## src/rtl/gcd_pkg.sv

```systemverilog
package gcd_pkg;

  typedef enum logic [2:0] {
    ST_IDLE   = 3'd0,
    ST_LOAD   = 3'd1,
    ST_SETTLE = 3'd2,
    ST_WR_A   = 3'd3,
    ST_WR_B   = 3'd4
  } ctl_state_e;

  typedef enum logic [1:0] {
    OP_PASS_A  = 2'b00,
    OP_A_SUB_B = 2'b01,
    OP_B_SUB_A = 2'b10,
    OP_PASS_B  = 2'b11
  } alu_op_e;

  localparam logic [1:0] SGN_ZERO = 2'b00;
  localparam logic [1:0] SGN_POS  = 2'b01;
  localparam logic [1:0] SGN_NEG  = 2'b10;

  typedef enum logic {
    SRC_INPUT = 1'b0,
    SRC_ALU   = 1'b1
  } reg_src_e;

  typedef struct packed {
    reg_src_e sel_a;
    reg_src_e sel_b;
    logic     wr_a;
    logic     wr_b;
    alu_op_e  op;
  } dp_ctl_t;

endpackage

```

## src/rtl/gcd_rst_sync.sv

```systemverilog
module gcd_rst_sync #(
  parameter int STAGES = 2
) (
  input  logic clk,
  input  logic rst_n,
  output logic rst_n_sync
);

  logic [STAGES-1:0] chain_q;

  always_ff @(posedge clk or negedge rst_n) begin
    if (!rst_n) chain_q <= '0;
    else        chain_q <= {chain_q[STAGES-2:0], 1'b1};
  end

  assign rst_n_sync = chain_q[STAGES-1];

endmodule

```

## src/rtl/gcd_alu.sv

```systemverilog
module gcd_alu
  import gcd_pkg::*;
#(
  parameter int WIDTH = 8
) (
  input  logic [WIDTH-1:0] a,
  input  logic [WIDTH-1:0] b,
  input  alu_op_e          op,
  output logic [WIDTH-1:0] result,
  output logic [1:0]       sign
);

  localparam int EXT = WIDTH + 1;

  logic [EXT-1:0] diff_ab;
  logic [EXT-1:0] diff_ba;
  logic [EXT-1:0] wide;

  assign diff_ab = {1'b0, a} - {1'b0, b};
  assign diff_ba = {1'b0, b} - {1'b0, a};

  always_comb begin
    unique case (op)
      OP_PASS_A:  wide = {1'b0, a};
      OP_A_SUB_B: wide = diff_ab;
      OP_B_SUB_A: wide = diff_ba;
      OP_PASS_B:  wide = {1'b0, b};
      default:    wide = {1'b0, a};
    endcase
  end

  assign result = wide[WIDTH-1:0];

  always_comb begin
    if (wide[EXT-1])            sign = SGN_NEG;
    else if (wide == '0)        sign = SGN_ZERO;
    else                        sign = SGN_POS;
  end

endmodule

```

## src/rtl/gcd_datapath.sv

```systemverilog
module gcd_datapath
  import gcd_pkg::*;
#(
  parameter int WIDTH = 8
) (
  input  logic             clk,
  input  logic             rst_n,
  input  dp_ctl_t          ctl,
  input  logic [WIDTH-1:0] in_a,
  input  logic [WIDTH-1:0] in_b,
  output logic [WIDTH-1:0] reg_a,
  output logic [WIDTH-1:0] reg_b,
  output logic [WIDTH-1:0] result,
  output logic [1:0]       sign
);

  logic [WIDTH-1:0] a_q, b_q;
  logic [WIDTH-1:0] a_d, b_d;

  gcd_alu #(.WIDTH(WIDTH)) i_alu (
    .a      (a_q),
    .b      (b_q),
    .op     (ctl.op),
    .result (result),
    .sign   (sign)
  );

  assign a_d = (ctl.sel_a == SRC_ALU) ? result : in_a;
  assign b_d = (ctl.sel_b == SRC_ALU) ? result : in_b;

  always_ff @(posedge clk or negedge rst_n) begin
    if (!rst_n)        a_q <= '0;
    else if (ctl.wr_a) a_q <= a_d;
  end

  always_ff @(posedge clk or negedge rst_n) begin
    if (!rst_n)        b_q <= '0;
    else if (ctl.wr_b) b_q <= b_d;
  end

  assign reg_a = a_q;
  assign reg_b = b_q;

endmodule

```

## src/rtl/gcd_ctl_fsm.sv

```systemverilog
module gcd_ctl_fsm
  import gcd_pkg::*;
(
  input  logic       clk,
  input  logic       rst_n,
  input  logic       start,
  input  logic [1:0] sign,
  output dp_ctl_t    ctl,
  output ctl_state_e state,
  output logic       done
);

  ctl_state_e state_q, state_d;
  logic       done_q, done_d;

  always_comb begin
    state_d = state_q;
    unique case (state_q)
      ST_IDLE:   if (start) state_d = ST_LOAD;
      ST_LOAD:   state_d = ST_SETTLE;
      ST_WR_A:   state_d = ST_SETTLE;
      ST_WR_B:   state_d = ST_SETTLE;
      ST_SETTLE: begin
        if (sign == SGN_POS)      state_d = ST_WR_A;
        else if (sign == SGN_NEG) state_d = ST_WR_B;
        else                      state_d = ST_IDLE;
      end
      default:   state_d = ST_IDLE;
    endcase
  end

  assign done_d = (state_q == ST_SETTLE) && (sign == SGN_ZERO);

  always_ff @(posedge clk or negedge rst_n) begin
    if (!rst_n) begin
      state_q <= ST_IDLE;
      done_q  <= 1'b0;
    end else begin
      state_q <= state_d;
      done_q  <= done_d;
    end
  end

  always_comb begin
    ctl.sel_a = SRC_INPUT;
    ctl.sel_b = SRC_INPUT;
    ctl.wr_a  = 1'b0;
    ctl.wr_b  = 1'b0;
    ctl.op    = OP_PASS_A;
    unique case (state_q)
      ST_IDLE:   ctl.op = OP_PASS_A;
      ST_LOAD: begin
        ctl.wr_a = 1'b1;
        ctl.wr_b = 1'b1;
      end
      ST_SETTLE: ctl.op = OP_A_SUB_B;
      ST_WR_A: begin
        ctl.op    = OP_A_SUB_B;
        ctl.sel_a = SRC_ALU;
        ctl.wr_a  = 1'b1;
      end
      ST_WR_B: begin
        ctl.op    = OP_B_SUB_A;
        ctl.sel_b = SRC_ALU;
        ctl.wr_b  = 1'b1;
      end
      default:   ctl.op = OP_PASS_A;
    endcase
  end

  assign state = state_q;
  assign done  = done_q;

endmodule

```

## src/rtl/gcd_unit.sv

```systemverilog
module gcd_unit
  import gcd_pkg::*;
#(
  parameter int WIDTH = 8
) (
  input  logic             clk,
  input  logic             rst_n,
  input  logic             start,
  input  logic [WIDTH-1:0] op_a,
  input  logic [WIDTH-1:0] op_b,
  output logic [WIDTH-1:0] alu_out,
  output logic             done
);

  logic             rst_n_int;
  dp_ctl_t          ctl;
  ctl_state_e       state;
  logic [1:0]       sign;
  logic [WIDTH-1:0] reg_a, reg_b;

  gcd_rst_sync #(.STAGES(2)) i_rst_sync (
    .clk        (clk),
    .rst_n      (rst_n),
    .rst_n_sync (rst_n_int)
  );

  gcd_ctl_fsm i_fsm (
    .clk   (clk),
    .rst_n (rst_n_int),
    .start (start),
    .sign  (sign),
    .ctl   (ctl),
    .state (state),
    .done  (done)
  );

  gcd_datapath #(.WIDTH(WIDTH)) i_dp (
    .clk    (clk),
    .rst_n  (rst_n_int),
    .ctl    (ctl),
    .in_a   (op_a),
    .in_b   (op_b),
    .reg_a  (reg_a),
    .reg_b  (reg_b),
    .result (alu_out),
    .sign   (sign)
  );

endmodule

```

## config.mk

```make
export PLATFORM = sky130hd
export DESIGN_NAME = gcd_unit
export DESIGN_NICKNAME = d
export VERILOG_FILES = /design/src/rtl/gcd_pkg.sv /design/src/rtl/gcd_rst_sync.sv /design/src/rtl/gcd_alu.sv /design/src/rtl/gcd_datapath.sv /design/src/rtl/gcd_ctl_fsm.sv /design/src/rtl/gcd_unit.sv
export SDC_FILE = /design/constraint.sdc
export NUM_CORES = 1
export LEC_CHECK = 0
export ABC_AREA = 0
export CAP_MARGIN = 15
export CELL_PAD_IN_SITES_DETAIL_PLACEMENT = 0
export CELL_PAD_IN_SITES_GLOBAL_PLACEMENT = 1
export CORE_ASPECT_RATIO = 0.6
export CORE_MARGIN = 8
export CORE_UTILIZATION = 40
export CTS_CLUSTER_DIAMETER = 100
export CTS_CLUSTER_SIZE = 16
export DETAILED_ROUTE_END_ITERATION = 10
export DONT_BUFFER_PORTS = 1
export PLACE_DENSITY = 0.79
export SYNTH_ARGS = -nofsm -noshare
export SYNTH_HDL_FRONTEND = slang
export SYNTH_HIERARCHICAL = 1
export SYNTH_SLANG_ARGS = --single-unit
```

## constraint.sdc

```tcl
create_clock -name clk -period 3 [get_ports clk]
set_clock_uncertainty 0.1 [all_clocks]
set_input_delay 0.75 -clock clk [delete_from_list [all_inputs] [get_ports clk]]
set_output_delay 0.75 -clock clk [all_outputs]
set_load 0.02 [all_outputs]
```

# Word level (Yosys, flattened, before mapping)
# Index checks and enable logic that the tools add are counted.
dict set report totals {
  register_bits 22
  word_cells 40
  inputBits 19
  output_inout_bits 9
}
dict set report classes {
  n_mux 14
  eq_ne 10
  reduce_logical 9
  n_addsub 2
}
# cell n
set op_table {}
lappend op_table {{one-hot mux 9 bit (4 select lines)} 1}
lappend op_table {{subtractor 8 x 8 -> 9 bit} 2}
lappend op_table {{2-to-1 mux 8 bit} 2}
lappend op_table {{zero test 9 bit} 1}
lappend op_table {{2-to-1 mux 3 bit} 3}
lappend op_table {{one-hot mux 3 bit (3 select lines)} 1}
lappend op_table {{== test 2 bit (second input constant)} 3}
lappend op_table {{== test 3 x 2 -> 1 bit (second input constant)} 2}
lappend op_table {{OR reduction 2 bit} 3}
lappend op_table {{2-to-1 mux 1 bit} 5}
lappend op_table {{== test 2 x 1 -> 1 bit (second input constant)} 2}
lappend op_table {{zero test 2 bit} 2}
lappend op_table {{one-hot mux 2 bit (2 select lines)} 1}
lappend op_table {{== test 3 x 1 -> 1 bit (second input constant)} 1}
lappend op_table {{== test 3 bit (second input constant)} 1}
lappend op_table {{zero test 3 bit} 1}
lappend op_table {{OR reduction 3 bit} 1}
lappend op_table {{2-to-1 mux 2 bit} 1}
lappend op_table {{inequality test 2 bit (second input constant)} 1}
lappend op_table {{logical AND 1 bit} 1}

# Logic depth before layout (Yosys ltp)
# Gate-level depths: netlist of the first run.
dict set report depth {
  word_depth 12
  ltp_mapped 12
}

# Modules after synthesis
# The synthesis of the first run kept the hierarchy.
# mod area_each_um2 cells_each n_inst
set by_module_without_submodules {}
lappend by_module_without_submodules {gcd_alu 1119.8 154 1}
lappend by_module_without_submodules {gcd_datapath 760.7 70 1}
lappend by_module_without_submodules {gcd_ctl_fsm 222.7 21 1}
lappend by_module_without_submodules {gcd_rst_sync 53.8 3 1}

# Least setup slack after synthesis of the first run
# OpenSTA, ideal clock, no wires.
dict set report synth_path {
  path_type {register to register}
  startpoint {reg i_fsm.state_q[0], in the netlist i_fsm/state[0]}
  endpoint {reg i_fsm.state_q[1], in the netlist i_fsm/state[1]}
  stages_incl_launch_ff 12
  arrival_ns 3.059
  synth_period_minus_slack_ns 3.237
  slack_ns -0.237
  cell_sequence {dfrtp_1 -> buf_2 -> nor3b_1 -> buf_4 -> nand2b_1 -> a2111o_1 -> o21ai_0 -> nor3_1 -> nor4_2 -> a41oi_1 -> nand3b_1 -> a21oi_1}
}
# element line_no
set synth_lines {}
lappend synth_lines {{start: declaration} gcd_ctl_fsm.sv:13} ;# ctl_state_e state_q, state_d;
lappend synth_lines {{start signal: assignment} gcd_ctl_fsm.sv:39} ;# state_q <= state_d;

# Worst setup path after layout of the first run
dict set report layout_path {
  startpoint {reg i_dp.b_q[0], in the netlist i_dp/reg_b[0]}
  endpoint {out alu_out[6]}
}
dict set report layout_via {
  elab_chain_cells 2
}
# element line_no
set layout_lines {}
lappend layout_lines {{start: declaration} gcd_datapath.sv:17} ;# logic [WIDTH-1:0] a_q, b_q;
lappend layout_lines {{start signal: assignment} gcd_datapath.sv:37} ;# if (!rst_n) b_q <= '0;
lappend layout_lines {{start signal: assignment} gcd_datapath.sv:38} ;# else if (ctl.wr_b) b_q <= b_d;
lappend layout_lines {{subtractor 8 x 8 -> 9 bit (on tied branches)} {gcd_alu.sv:20, gcd_alu.sv:19}}
lappend layout_lines {{one-hot mux 9 bit (4 select lines) (*)} gcd_alu.sv:23} ;# unique case (op)
lappend layout_lines {{end: declaration} gcd_unit.sv:11} ;# output logic [WIDTH-1:0] alu_out,
# Every way passes the cells marked *; elsewhere a longest branch is shown, timed or not.

==> metrics, run 1 <==
Achievable Freq=302 MHz; RSZ-0062 raised after global routing=yes; Critical Path Start=i_dp/reg_b[0]$_DFFE_PN0P_; Max-cap violations=0; Synth area leaders=dfrtp_1 26%, ha_1 9.3%, mux2i_1 8.4%; first-pass GRT wire length=9520 um; Via Count=1923; final hold violations=0; failing checks=negative setup slack; Worst Hold Class=in -> async; post-synth top area share=0.255; Pre-Repair DR Iteration Count=4; Yosys cell types=56; FF+latch count, synth=22; NumNets Final=317; share of cells above drive strength 1=0.297; clk sinks=22; final HPWL from detailed placement=4690 um; most common cell in the synthesized netlist=nor2_1; CP Max Fanout=3; Die Y-Extent=72.9 um; CP Capture Type=output port; gpl congestion=0.908; synthesized net count=285; Mapped Area=0.00216 mm2; initial antenna violation count=0; die area=0.00808 mm2; core box area=0.00513 mm2; hold buffers post-CTS=0; Post-DRT Antenna Nets=0; Relative slew margins=0.437; Synth area leader=dfrtp_1; Max Root-Sink Buffers=2; CTS tree=done; final setup vio count=9; drt total wl=6160 um; Via density=5.57; register area share after synthesis=0.255; H-tree levels=1; clock-pin slew on the worst setup and hold paths=0.08 ns; Overall Global Routing Usage=0.144; Worst R2R End=i_fsm/done$_DFF_PN0_; critical path type=reg -> out; Wirelength per Cell=17.8 um; input/output buffers=0; Syn-to-layout area delta=22.2%; # diodes=0; Initial Util=0.420; R2R Path Start=i_dp/reg_a[0]$_DFFE_PN0P_; Reg2Reg Depth=12; Syn Inst Count=248; Overflow after GRT=0; Post-synth top cells=33 x nor2_1, 26 x a21oi_1, 22 x dfrtp_1, 22 x inv_1, 18 x mux2i_1; largest net degree at the start of global routing=21; fin crit period=3.32 ns; final worst-path setup slack=-0.315 ns; R2R Setup Slk=-0.28 ns; number of CTS-inserted buffers=3; Ys Warns=6; row cnt=20; # DRC=0; Ports=28; Max Slew Vio Count=0; root buffer cell=clkbuf_8; Final period util=1.11; Slew @ Worst Pin=0.845 ns; DP Area=0.00240 mm2; Mean Syn Cell Area=8.70 um2; post-route cell area=0.00264 mm2; WP data required=2.15 ns; Synth Flop Type=dfrtp_1; Worst Path Arrival=2.47 ns; Async SR Flop Fraction=1.00; status=complete, but fails checks; Fillers=472; Die X=111 um; DRT iter0 DRCs=136; Post-synth EDFFs=0; worst skew pair latency=0.26 ns; vias in the first global route=1763; CP startpoint kind=register
-- critical path: stages (launching register included) --
cell and delay, ns:
dfrtp_1 0.40, inv_1 0.06, ha_1 0.14, inv_1 0.05, fa_2 0.34, a21o_1 0.21, o2bb2ai_2 0.16, o311a_4 0.39
a2111oi_4 0.22, or2_4 0.23
-- flip-flops by register name, indices dropped and copies added (netlist names) --
register	count
i_rst_sync/chain_q	2
i_dp/reg_a	8
i_dp/reg_b	8
i_fsm/state	3
i_fsm/done	1
-- metrics by stage --
step | setup WS [ns] | hold WS (ns) | TNS, ns | util | instances
global route | -0.395 | 0.0558 | -2.83 | 0.514 | 345
detailed placement | -0.131 | 0.241 | -0.586 | 0.467 | 334
floorplan | 0.00688 | 0.153 | 0 | - | 248
finish | -0.315 | 0.0774 | -1.90 | 0.514 | 345
global placement | -0.102 | 0.236 | -0.224 | 0.467 | 334
CTS | -0.309 | 0.0690 | -0.937 | 0.495 | 341
-- worst max path at each step --
stage,end,cells past startpoint
after global placement,i_fsm/done$_DFF_PN0_,11
final,alu_out[6],9
after floorplan,alu_out[6],9
after CTS,alu_out[6],9
after detailed placement,i_fsm/state[1]$_DFFE_PN0P_,12
after global routing,alu_out[6],9
-- area by class of cell --
cell class	count	area [um2]	share of cell area
Sequential cell	22	551	0.209
Timing Repair Buffer	41	319	0.121
Clock buffer	4	55.1	0.0209
Multi-Input combinational cell	189	1540	0.585
Tap cell	66	82.6	0.0313
Inverter	23	86.3	0.0327
-- placed cells by master, fill, tap and decap left out, types with 2 or more instances in the layout --
cell type,n
buf_4,38
nor2_1,32
dfrtp_1,22
a21oi_1,21
inv_1,20
mux2i_1,17
ha_1,14
nand2_1,12
o21ai_0,8
a21oi_2,5
nand2b_1,5
a21o_1,5
clkbuf_8,4
o21ai_1,4
inv_2,3
nand3b_1,3
o21a_1,3
o22ai_1,3
buf_6,3
and2_1,2
a211oi_2,2
nor2b_1,2
nor3_1,2
and3_1,2
a2111oi_4,2
mux4_2,2
a21boi_1,2
nor3_4,2
a2111o_1,2
o21ai_2,2
nor4_2,2
fa_2,2
-- kinds of logic (layout without fill, tap and decap cells) --
group / Yosys count / count (layout) / synth area share
AO/OA/AOI/OAI: 73 / 73 / 0.249
other: 1 / 1 / 0.00174
AND/OR/NAND/NOR: 74 / 74 / 0.175
buffers and inverters: 37 / 68 / 0.0916
multiplexers: 20 / 20 / 0.104
XOR/XNOR: 3 / 3 / 0.0122
flip-flops: 22 / 22 / 0.255
adder cells (fa/ha/maj): 18 / 18 / 0.111
-- layer usage --
| layer | part of all wire | GRT usage | routed length (um) |
|---|---|---|---|
| met3 | 0.10 | 0.0378 | 644 |
| met1 | 0.52 | 0.229 | 3190 |
| met2 | 0.37 | 0.182 | 2300 |
| met4 | 0.0031 | 0.0223 | 19 |
| met5 | 0 | 0 | 0 |
-- what timing repair did --
| action | 4_1_cts | 5_1_grt |
|---|---|---|
| setup buffers | 3 | 4 |
| gates resized for setup | 16 | 17 |
| endpoints found under the setup margin | 10 | 11 |
| pin swaps | 11 | 7 |
Power of run 1 is left out: the tool's default activity adds up to more than one toggle a clock period on the data nets, which glitch-free logic cannot reach.
==> run 2: changes to the inputs <==
--- a/config.mk
+++ b/config.mk
@@ -17,6 +17,7 @@
 export DETAILED_ROUTE_END_ITERATION = 10
 export DONT_BUFFER_PORTS = 1
 export PLACE_DENSITY = 0.79
+export REMOVE_ABC_BUFFERS = 1
 export SYNTH_ARGS = -nofsm -noshare
 export SYNTH_HDL_FRONTEND = slang
 export SYNTH_HIERARCHICAL = 1
==> run 2 against run 1 <==
Compared with the run above: the flow still finishes with violations (negative setup slack); global-route usage up 0.69 points; fmax barely moved; sequential cell count is the same; sequential share of layout area decreased by 1.3 points; via count rose by 7.3%; cell area rose by 7.1%; core utilization grew 3.6 points; critical endpoint unchanged; largest cell class unchanged.
==> metrics, run 2 (synthesized netlist as in run 1, its figures left out) <==
drt total wl=6450 um; critical path endpoint=alu_out[6]; Final period util=1.10; Worst R2R End=i_fsm/state[1]$_DFFE_PN0P_; NumNets Final=328; Met1 Wirelength=3150 um; Post-DRT Antenna Nets=0; CP startpoint kind=register; number of CTS-inserted buffers=3; worst skew pair latency=0.28 ns; R2R Setup Slk=-0.21 ns; worst hold slack=0.0619 ns; DRT iter0 DRCs=111; Relative slew margins=0.405; failing checks=negative setup slack; Critical Path Start=i_dp/reg_b[0]$_DFFE_PN0P_; most frequent cells in the layout=45 x buf_4, 33 x nor2_1, 22 x a21oi_1, 21 x dfrtp_1, 17 x mux2i_1; Via Count=2063; Die X=111 um; placed cell count=341; first-pass GRT wire length=10000 um; met3 wire length=449 um; die area=0.00808 mm2; final hold violations=0; clock-pin slew on the worst setup and hold paths=0.08 ns; RSZ-0062 raised after global routing=yes; core box area=0.00513 mm2; FF+latch area=552 um2; input/output buffers=0; initial antenna violation count=0; final worst-path setup slack=-0.314 ns; highest metal used=met4; final setup vio count=9; CTS tree=done; area of the multi-input gates=0.00161 mm2; Die Y-Extent=72.9 um; root buffer cell=clkbuf_8; R2R Path Start=i_dp/reg_b[0]$_DFFE_PN0P_; # DRC=0; final HPWL from detailed placement=4710 um; hold buffers post-CTS=0; Initial Util=0.420; CP Capture Type=output port; Slew @ Worst Pin=0.892 ns; fin crit period=3.31 ns; Place WS=-0.215 ns; CP Max Fanout=3; Achievable Freq=302 MHz; H-tree levels=1; vias in the first global route=1918; critical path type=reg -> out; Worst Hold Class=in -> async; share of cells above drive strength 1=0.372; Via density=5.79; Syn-to-layout area delta=30.9%; WP data required=2.15 ns; Max-cap violations=0; Overflow after GRT=0; Wirelength per Cell=18.1 um; row cnt=20; Fillers=440; Pre-Repair DR Iteration Count=5; met2 wire length=2750 um; status=complete, but fails checks; most common cell after layout, fill and taps aside=buf_4; Overall Global Routing Usage=0.151; gpl congestion=0.870; clk sinks=22; largest net degree at the start of global routing=21; Max Slew Vio Count=0; Ports=28; # diodes=0; Worst Path Arrival=2.46 ns; fin cells=356; Max Root-Sink Buffers=2; Reg2Reg Depth=14
-- run 2: cell count changes in the layout (fill, tap and decap cells not counted), moves of 2 or more --
cell,previous run,this run
buf_4,38,45
buf_6,3,7
ha_1,14,9
ha_4,1,6
inv_1,20,16
inv_2,3,7
o21ai_0,8,6
-- run 2: metrics by stage --
stage                     utilization  cell area [um2]  TNS [ns]
after floorplan                     -             2050    -20.14
after global placement          0.477             2450    -0.516
after detailed placement        0.477             2450    -0.778
after CTS                       0.517             2650     -1.80
after global routing            0.550             2820     -2.83
final                           0.550             2820     -1.77
-- run 2: worst max-delay path, stage by stage (launching register included) --
cell and delay (ns):
dfrtp_1 0.39, inv_2 0.07, ha_4 0.13, inv_2 0.04
fa_2 0.33, a21o_1 0.21, o2bb2ai_4 0.14, o311a_4 0.33
a2111oi_4 0.31, or2_4 0.23
-- run 2: how the worst min path moves through the flow --
stage	from	to	slack (ns)	cells past startpoint
2_1_floorplan	i_rst_sync/chain_q[1]$_DFF_PN0_	i_dp/reg_a[0]$_DFFE_PN0P_	0.15	0
3_3_place_gp	i_rst_sync/chain_q[0]$_DFF_PN0_	i_rst_sync/chain_q[1]$_DFF_PN0_	0.23	0
3_5_place_dp	i_rst_sync/chain_q[0]$_DFF_PN0_	i_rst_sync/chain_q[1]$_DFF_PN0_	0.25	0
4_1_cts	rst_n	i_rst_sync/chain_q[1]$_DFF_PN0_	0.05	0
5_1_grt	rst_n	i_rst_sync/chain_q[1]$_DFF_PN0_	0.04	0
6_report	rst_n	i_rst_sync/chain_q[1]$_DFF_PN0_	0.06	0
-- run 2: layout make-up --
cell class	instances	area share
multi-input cells	189	0.572
inverters	23	0.0306
repair buffers	52	0.148
clock inverters	1	0.0106
well taps	66	0.0293
flip-flops and latches	22	0.195
clock buffers	3	0.0146
-- run 2: what timing repair did --
item	4_1_cts	5_1_grt
setup endpoints to repair	11	11
buffers inserted	7	4
gates resized for setup	24	32
pin swaps	12	18
-- run 2: routing by layer --
| metal | global-route usage | up-vias |
|---|---|---|
| met4 | 0.0357 | 0 |
| li1 | - | 957 |
| met3 | 0.0328 | 12 |
| met5 | 0 | - |
| met1 | 0.219 | 995 |
| met2 | 0.220 | 99 |
Power of run 2 is left out for the same reason.
==> run 3: changes to the inputs <==
--- a/config.mk
+++ b/config.mk
@@ -16,7 +16,8 @@
 export CTS_CLUSTER_SIZE = 16
 export DETAILED_ROUTE_END_ITERATION = 10
 export DONT_BUFFER_PORTS = 1
-export PLACE_DENSITY = 0.79
+export GPL_TIMING_DRIVEN = 0
+export PLACE_DENSITY = 0.76
 export REMOVE_ABC_BUFFERS = 1
 export SYNTH_ARGS = -nofsm -noshare
 export SYNTH_HDL_FRONTEND = slang
==> constraint.sdc (replaced) <==
create_clock -name clk -period 3.5 [get_ports clk]
set_clock_uncertainty 0.1 [all_clocks]
set_input_delay 0.875 -clock clk [delete_from_list [all_inputs] [get_ports clk]]
set_output_delay 0.875 -clock clk [all_outputs]
set_load 0.02 [all_outputs]
==> run 3 against run 2 <==
Compared with the run above: critical path depth did not move; clock-buffer cell count unchanged; routed wire length decreased by 15%; die area did not move; cell count decreased by 13%; sequential cell count did not move; critical path type unchanged; the flow now finishes without violations; critical endpoint unchanged; register-to-register slack better by 0.40 ns; worst hold slack better by 0.13 ns; global-route usage shrank 1.4 points.
==> metrics, run 3 (synthesized netlist as in run 1, its figures left out) <==
worst hold slack=0.188 ns; status=finished clean; Via density=5.74; Overall Global Routing Usage=0.137; CTS tree=done; Pre-Repair DR Iteration Count=4; first-pass GRT wire length=9250 um; largest net degree at the start of global routing=21; CP Capture Type=output port; Initial Util=0.420; final setup vio count=0; NumNets Final=283; critical path type=reg -> out; Fillers=507; RSZ-0062 raised after global routing=yes; most common cell after layout, fill and taps aside=nor2_1; Die X=111 um; # DRC=0; CP max stage cell=dfrtp_1; core box area=0.00513 mm2; R2R Path Start=i_dp/reg_a[0]$_DFFE_PN0P_; die area=0.00808 mm2; initial antenna violation count=0; fin crit period=3.47 ns; Via Count=1784; Reg2Reg Depth=11; Final period util=0.990; Ports=28; Die Y-Extent=72.9 um; Slew @ Worst Pin=1.08 ns; Achievable Freq=289 MHz; final HPWL from detailed placement=4040 um; CP max stage delay=0.42 ns; most frequent cells in the layout=33 x nor2_1, 25 x a21oi_1, 22 x dfrtp_1, 21 x inv_1, 18 x mux2i_1; Overflow after GRT=0; # diodes=0; CP startpoint kind=register; CP Max Fanout=4; WP data required=2.52 ns; H-tree levels=1; clk sinks=22; Max-cap violations=0; R2R Setup Slk=0.19 ns; drt total wl=5510 um; Worst Hold Class=in -> async; vias in the first global route=1804; Worst Path Arrival=2.49 ns; critical-path cell list=inv_1 -> ha_2 -> inv_1 -> fa_2 -> a21o_1 -> o2bb2ai_2 -> o311a_4 -> a2111oi_4 -> or2_4; Max Slew Vio Count=0; Post-DRT Antenna Nets=0; Syn-to-layout area delta=8.93%; crit-path most repeated cell=inv_1; final hold violations=0; share of cells above drive strength 1=0.176; input/output buffers=0; DRT iter0 DRCs=125; number of CTS-inserted buffers=3; Final Util=0.458; Relative slew margins=0.278; Wirelength per Cell=17.7 um; root buffer cell=clkbuf_8; worst skew pair latency=0.27 ns; clock-pin slew on the worst setup and hold paths=0.09 ns; row cnt=20; Worst R2R End=i_fsm/state[2]$_DFFE_PN0P_; Max Root-Sink Buffers=2; gpl congestion=0.791
-- run 3: cell count changes in the layout (fill, tap and decap cells not counted), moves of 5 or more --
cell   change
buf_6      -7
inv_2      -6
buf_4     -39
ha_4       -6
inv_1      +5
-- run 3: metal layers --
layer	vias up	wire (um)	GRT usage
met3	6	270	0.0312
li1	869	-	-
met4	0	25	0.0238
met5	-	0	0
met1	861	2970	0.198
met2	48	2250	0.203
-- run 3: layout make-up --
class | count | area, um2 | area share
well taps | 66 | 82.6 | 0.0351
clock buffers | 3 | 41.3 | 0.0176
multi-input cells | 189 | 1500 | 0.637
flip-flops and latches | 22 | 551 | 0.234
clock inverters | 1 | 30.0 | 0.0128
repair buffers | 7 | 60.1 | 0.0256
inverters | 23 | 87.6 | 0.0373
-- run 3: timing repair --
action / in CTS / in global routing
resized for setup: 13 / 9
pin swaps: 5 / 1
endpoints found under the setup margin: 9 / 5
hold buffers: 0 / 0
hold endpoints to repair: 0 / 0
setup buffers: 6 / 0
-- run 3: worst max-delay path, delay by kind of cell (launching register included) --
kind                       cells  cell delay [ns]
and+or+nand+nor                1             0.22
DFF                            1             0.42
buffers and inverters          2             0.13
adders and majority gates      2             0.53
AOI/OAI and AO/OA              4             0.92
-- run 3: through the flow --
stage	TNS, ns	area, um2	instances	setup WS [ns]
2_1_floorplan	-8.19	2050	234	-0.780
3_3_place_gp	-37.01	2130	300	-1.93
3_5_place_dp	-1.89	2150	301	-0.398
4_1_cts	0	2320	311	0.0328
5_1_grt	-0.0611	2350	311	-0.0575
6_report	0	2350	311	0.0346
-- run 3: how the worst max path moves through the flow --
stage | startpoint | to | slack [ns] | cells after the start
floorplan | i_fsm/state[1]$_DFFE_PN0P_ | alu_out[6] | -0.78 | 5
global placement | i_fsm/state[1]$_DFFE_PN0P_ | i_fsm/state[1]$_DFFE_PN0P_ | -1.93 | 9
detailed placement | i_fsm/state[1]$_DFFE_PN0P_ | i_fsm/state[1]$_DFFE_PN0P_ | -0.40 | 10
CTS | i_dp/reg_a[6]$_DFFE_PN0P_ | alu_out[7] | 0.03 | 8
global route | i_dp/reg_b[0]$_DFFE_PN0P_ | alu_out[6] | -0.06 | 9
finish | i_dp/reg_b[0]$_DFFE_PN0P_ | alu_out[6] | 0.03 | 9
Power of run 3 is left out for the same reason.
